===== config.mk =====
export PLATFORM = sky130hd
export DESIGN_NAME = rd_parity_injector
export DESIGN_NICKNAME = d
export VERILOG_FILES = /design/src/rtl/rdinj_pkg.sv /design/src/rtl/rdinj_cfg_reg.sv /design/src/rtl/rdinj_beat_track.sv /design/src/rtl/rdinj_par_lane.sv /design/src/rtl/rd_parity_injector.sv
export SDC_FILE = /design/constraint.sdc
export NUM_CORES = 1
export LEC_CHECK = 0
export ABC_AREA = 1
export BUFFER_PORTS_ARGS = -buffer_cell sky130_fd_sc_hd__buf_2
export CORE_MARGIN = 2
export CORE_UTILIZATION = 51
export CTS_CLUSTER_SIZE = 12
export DETAILED_ROUTE_END_ITERATION = 7
export HOLD_SLACK_MARGIN = 0.03
export PLACE_DENSITY = 0.81
export SLEW_MARGIN = 0
export SYNTH_ARGS = -nofsm -noshare
export SYNTH_HDL_FRONTEND = slang
export SYNTH_SLANG_ARGS = --single-unit

===== constraint.sdc =====
create_clock -name clk -period 2.9 [get_ports clk]
set_input_delay 0.29 -clock clk [delete_from_list [all_inputs] [get_ports clk]]
set_output_delay 0.29 -clock clk [all_outputs]
set_load 0.02 [all_outputs]

===== src/rtl/rdinj_pkg.sv =====
package rdinj_pkg;
  localparam int BEAT_W       = 64;
  localparam int PAR_PER_BEAT = 2;
  localparam int BEATS        = 8;
  localparam int LANE_W       = BEAT_W / PAR_PER_BEAT;
  localparam int MASK_W       = PAR_PER_BEAT * BEATS;
  localparam int IDX_W        = $clog2(BEATS);
  localparam int CFG_W        = 32;
  localparam int FLIP_BIT     = 17;
  localparam int POISON_BIT   = 18;
  localparam logic [CFG_W-1:0] CFG_WMASK =
    (CFG_W'(1) << POISON_BIT) | (CFG_W'(1) << FLIP_BIT) | ((CFG_W'(1) << MASK_W) - CFG_W'(1));

  typedef struct packed {
    logic              poison_en;
    logic              flip_en;
    logic [MASK_W-1:0] mask;
  } inj_cfg_t;

  function automatic logic [PAR_PER_BEAT-1:0] even_par(input logic [BEAT_W-1:0] d);
    logic [PAR_PER_BEAT-1:0] p;
    for (int i = 0; i < PAR_PER_BEAT; i++) p[i] = ^d[i*LANE_W +: LANE_W];
    return p;
  endfunction
endpackage


===== src/rtl/rdinj_cfg_reg.sv =====
module rdinj_cfg_reg
  import rdinj_pkg::*;
(
  input  logic             clk,
  input  logic             rst_n,
  input  logic             we,
  input  logic [CFG_W-1:0] wdata,
  output inj_cfg_t         cfg,
  output logic [CFG_W-1:0] rdata
);
  always_ff @(posedge clk or negedge rst_n) begin
    if (!rst_n) cfg <= '0;
    else if (we) begin
      cfg.mask      <= wdata[MASK_W-1:0];
      cfg.flip_en   <= wdata[FLIP_BIT];
      cfg.poison_en <= wdata[POISON_BIT];
    end
  end

  always_comb begin
    rdata             = '0;
    rdata[MASK_W-1:0] = cfg.mask;
    rdata[FLIP_BIT]   = cfg.flip_en;
    rdata[POISON_BIT] = cfg.poison_en;
  end
endmodule


===== src/rtl/rdinj_beat_track.sv =====
module rdinj_beat_track
  import rdinj_pkg::*;
(
  input  logic             clk,
  input  logic             rst_n,
  input  logic             adv,
  input  inj_cfg_t         live_cfg,
  output logic [IDX_W-1:0] beat_idx,
  output inj_cfg_t         act_cfg
);
  localparam logic [IDX_W-1:0] LAST = IDX_W'(BEATS - 1);

  logic [IDX_W-1:0] cnt_q;
  inj_cfg_t         held_q;
  logic             line_start;

  assign line_start = (cnt_q == '0);
  assign beat_idx   = cnt_q;
  assign act_cfg    = line_start ? live_cfg : held_q;

  always_ff @(posedge clk or negedge rst_n) begin
    if (!rst_n) begin
      cnt_q  <= '0;
      held_q <= '0;
    end else if (adv) begin
      cnt_q <= (cnt_q == LAST) ? '0 : cnt_q + IDX_W'(1);
      if (line_start) held_q <= live_cfg;
    end
  end
endmodule


===== src/rtl/rdinj_par_lane.sv =====
module rdinj_par_lane
  import rdinj_pkg::*;
(
  input  logic [BEAT_W-1:0]       data,
  input  logic [PAR_PER_BEAT-1:0] par_in,
  input  logic [PAR_PER_BEAT-1:0] flip,
  input  logic                    poison_en,
  output logic [PAR_PER_BEAT-1:0] par_out,
  output logic                    poison
);
  logic [PAR_PER_BEAT-1:0] flipped, fresh, bad;

  for (genvar g = 0; g < PAR_PER_BEAT; g++) begin : g_lane
    assign flipped[g] = par_in[g] ^ flip[g];
    assign fresh[g]   = ^data[g*LANE_W +: LANE_W];
    assign bad[g]     = flipped[g] ^ fresh[g];
  end

  assign par_out = poison_en ? flipped : fresh;
  assign poison  = poison_en & (|bad);
endmodule


===== src/rtl/rd_parity_injector.sv =====
module rd_parity_injector
  import rdinj_pkg::*;
(
  input  logic                    clk,
  input  logic                    rst_n,
  input  logic                    cfg_we,
  input  logic [CFG_W-1:0]        cfg_wdata,
  output logic [CFG_W-1:0]        cfg_rdata,
  input  logic                    in_valid,
  output logic                    in_ready,
  input  logic [BEAT_W-1:0]       in_data,
  input  logic [PAR_PER_BEAT-1:0] in_par,
  output logic                    out_valid,
  input  logic                    out_ready,
  output logic [BEAT_W-1:0]       out_data,
  output logic [PAR_PER_BEAT-1:0] out_par,
  output logic                    out_poison
);
  inj_cfg_t                live_cfg, act_cfg;
  logic [IDX_W-1:0]        beat_idx;
  logic                    accept;
  logic [PAR_PER_BEAT-1:0] flip, par_nxt;
  logic                    poison_nxt;

  assign in_ready = !out_valid || out_ready;
  assign accept   = in_valid && in_ready;

  rdinj_cfg_reg u_cfg (
    .clk(clk), .rst_n(rst_n), .we(cfg_we), .wdata(cfg_wdata),
    .cfg(live_cfg), .rdata(cfg_rdata)
  );

  rdinj_beat_track u_track (
    .clk(clk), .rst_n(rst_n), .adv(accept), .live_cfg(live_cfg),
    .beat_idx(beat_idx), .act_cfg(act_cfg)
  );

  assign flip = act_cfg.flip_en ? act_cfg.mask[beat_idx*PAR_PER_BEAT +: PAR_PER_BEAT] : '0;

  rdinj_par_lane u_lane (
    .data(in_data), .par_in(in_par), .flip(flip), .poison_en(act_cfg.poison_en),
    .par_out(par_nxt), .poison(poison_nxt)
  );

  always_ff @(posedge clk or negedge rst_n) begin
    if (!rst_n) begin
      out_valid  <= 1'b0;
      out_data   <= '0;
      out_par    <= '0;
      out_poison <= 1'b0;
    end else if (in_ready) begin
      out_valid <= in_valid;
      if (in_valid) begin
        out_data   <= in_data;
        out_par    <= par_nxt;
        out_poison <= poison_nxt;
      end
    end
  end
endmodule


==> metrics.txt <==
status=complete, but fails checks; failing checks=design-rule violations; crit-path max FO=21; WHS Endpoint=u_cfg.cfg[16]; global routing usage on met2=a little under two fifths; Internal Pwr Total=0.00309 W; R2R Path End=out_poison; met3 usage=~8.2%; most used flip-flop cell after synthesis=dfrtp_1; final critical-path required period=between 2000 and 2500 ps; worst-margin pin slew=722 ps; Worst EP required=about 3200 ps; critical path class=register to register; Synth cell types=27; DP Wirelength=between 10000 and 15000 um; total clock sinks=107; Antenna Nets Post-Route=0; Fillers=roughly 1000; first-pass GRT wire length=24200 um; placed insts=approximately 1200; CP most frequent cell=nand2_1; setup TNS=0 ps; Slew Limit Fails=0; Port Buffer Count=175; Layout area overhead=20.4%; Seq cells post-synth=about 110; # IOs=between 200 and 250; nets=approximately 1100; M1 GR Usage=29.1%; Startpoint Class=register; Synth Instances=between 800 and 900; die area=0.0128 sq mm; WL final=between 10000 and 15000 um; RSZ-0062 raised after global routing=no; sw frac=between 30% and 40%; Critical Path Sink Type=register; Mean Syn Cell Area=about 7.0 sq um; family with the most delay on the worst path=simple AND/OR/NAND/NOR gates; H-tree levels=3; CP max-delay cell=dfrtp_1; row count=39; Via-to-Cell Ratio=roughly 4.9; router iterations before antenna repair=6; skew final=between 7 and 8 ps; TritonCTS Buffers=9; Max Fclk=approximately 410 MHz; final worst path period share=a little over four fifths; initial core utilization=between 50 and 60%; Async S/R FF share, synth=100%; gr usage total=23.1%; vias=~5800; chip height=about 110 um; Core Box Area=~0.012 sq mm; NetSw=around 0.002 W; later-pin clock latency in the skew report=around 350 ps; Crit path largest cell delay=about 460 ps; DR WL/cell=12.1 um; CTS clk-pin slew, worst paths=about 70 ps; CTS Root Cell=clkbuf_16; Synth Cell Area=0.00609 sq mm; HP Start=cfg_wdata[17]; worst hold path type=input port to register; largest net degree at the start of global routing=69; initial antenna violation count=0; Rel. slew slack=a little over 50%; fin cells=roughly 1200; die width=113 um; number of synthesized flops with an enable pin=0; Worst R2R Start=u_track.beat_idx[1]; share of cells above drive strength 1=a little over a fifth; ANT cells=0; r2r worst-path depth=16; P per Cell Area=~700 mW/mm^2; sequential area share after synthesis=between 40% and 50%; DRC violations left=7; post-cts sizing count=0; peak supply drop=between 0.3 and 0.4 mV; CTS tree=built; arrival time at the worst endpoint=~2800 ps; clock power share=roughly a quarter; Combinational Power Share=a little over a third; Hold Path Depth=3; Initial DRC Count=between 400 and 500; Final setup viols=0; Max clock buf depth=2; vias in the first global route=around 5500; Max-Cap Viols=0; total global routing overflow=0; reg-to-reg slack, setup=about 440 ps; gpl congestion=0.815; Leak=about 4.3 nW; Final Hold Fails=0; sequential share of power=39.7%; worst-path cell chain=inv_1 > ha_1 > nand2_4 > inv_2 > nand2_1 > nand3_1 > nand3_1 > nand3_1 > nand3_1 > nand2_1 > nand2_1 > nand2_1 > nand2_1 > nand2_1 > nand2_1 > nand2_1; Synth Warn #=0; most used routing layer=met2; Buffers & Inverters on Critical Path=2
synthesized netlist by cell type (2+ instances only):
library cell  count  area [sq um]
nand2_1         473          1780
dfrtp_1         107          2680
inv_1            64           240
o21ai_0          52           260
nand3_1          43           215
nor2_1           20          75.1
mux2_2           17           191
a31oi_1          16           100
buf_4            16           120
clkbuf_1         14          52.6
xnor2_1           9          78.8
xor2_1            9          78.8
buf_1             4          15.0
buf_6             4          45.0
nand4_1           4          25.0
ha_1              3          37.5
nand2_2           3          18.8
buf_2             2          10.0
inv_2             2          7.51
flip-flops by register name, indices dropped and copies added (netlist names):
signal	count
out_data	64
out_par	2
out_poison	1
out_valid	1
u_cfg.cfg	18
u_track.beat_idx	3
u_track.held_q	18
worst register-to-register path, stage by stage (launching register included):
cell and delay [ps]:
dfrtp_1 460, inv_1 210, ha_1 390, nand2_4 240, inv_2 210, nand2_1 90, nand3_1 70, nand3_1 70
nand3_1 160, nand3_1 110, nand2_1 80, nand2_1 60, nand2_1 50, nand2_1 50, nand2_1 50, nand2_1 50
nand2_1 60
routing by layer:
layer  vias up  wire length [um]
li1       3011                 -
met1      2626              6190
met2       148              6640
met3        19              1190
met4         0               272
met5         -                 0
what timing repair did:
| item | 4_1_cts | 5_1_grt |
|---|---|---|
| endpoints found under the setup margin | 0 | 0 |
| hold buffers | 1 | 0 |
| endpoints found under the hold margin | 53 | 0 |
| setup buffers | 0 | 0 |
how the worst max path moves through the flow:
stage	start	endpoint	slack (ps)	cells after the start
2_1_floorplan	u_track.beat_idx[0]	out_poison	880	19
3_3_place_gp	u_track.beat_idx[1]	out_poison	490	15
3_5_place_dp	u_track.beat_idx[1]	out_poison	440	16
4_1_cts	u_track.beat_idx[1]	out_poison	430	16
5_1_grt	u_track.beat_idx[1]	out_poison	80	16
6_report	u_track.beat_idx[1]	out_poison	440	16
kinds of logic (layout without fill, tap and decap cells):
kind of cell / Yosys count / count (layout) / synth area share, %
xor+xnor: 18 / 18 / 2.59
mux: 17 / 17 / 3.14
compound gates: 72 / 72 / 6.51
flops: 107 / 107 / 44.0
buf+inv: 107 / 264 / 8.12
other cells: 1 / 14 / 0.0616
fa+ha+maj: 3 / 3 / 0.616
simple gates: 545 / 545 / 35.0
final cells by class:
cell class	count	area, sq um	share of cell area, %
Timing Repair Buffer	181	951	13.0
Clock inverter	7	76.3	1.04
Inverter	67	251	3.43
Sequential cell	107	2680	36.5
Multi-Input combinational cell	669	2970	40.5
Tap cell	143	179	2.44
Clock buffer	9	225	3.07
cells in the final DEF, fill, tap and decap left out, types with 2 or more instances in the layout:
cell          n
clkbuf_16     9
ha_1          3
dfrtp_1     107
inv_1        64
a31oi_1      16
nand3_1      43
buf_2       174
o21ai_0      52
xnor2_1       9
buf_4         4
mux2_2       17
clkinv_4      2
buf_12        2
nand2_2       3
xor2_1        9
conb_1       14
nor2_1       20
nand2_4       2
clkinvlp_4    2
nand2_1     472
inv_2         2
nand4_1       4
power groups by stage:
stage	combinational, W	clock [W]	sequential, W
4_1_cts	0.00180	0.00128	0.00200
5_1_grt	0.00203	0.00135	0.00204
3_5_place_dp	0.00180	0	0.00202
3_3_place_gp	0.00175	0	0.00201
2_1_floorplan	0.00114	0	0.00219
6_report	0.00179	0.00124	0.00200
metrics by stage:
stage / hold WS, ps / utilization [%] / cell area [sq um] / total power [W] / setup slack (ps)
finish: 160 / 63.7 / 7330 / 0.00503 / 441
global route: 157 / 63.7 / 7330 / 0.00542 / 81.4
CTS: 151 / 63.7 / 7330 / 0.00508 / 426
detailed placement: 395 / 61.0 / 7020 / 0.00382 / 440
global placement: 397 / 61.0 / 7020 / 0.00376 / 488
floorplan: -5.59 / - / 6140 / 0.00333 / 877
No activity file was read; power rests on OpenSTA's default activity.
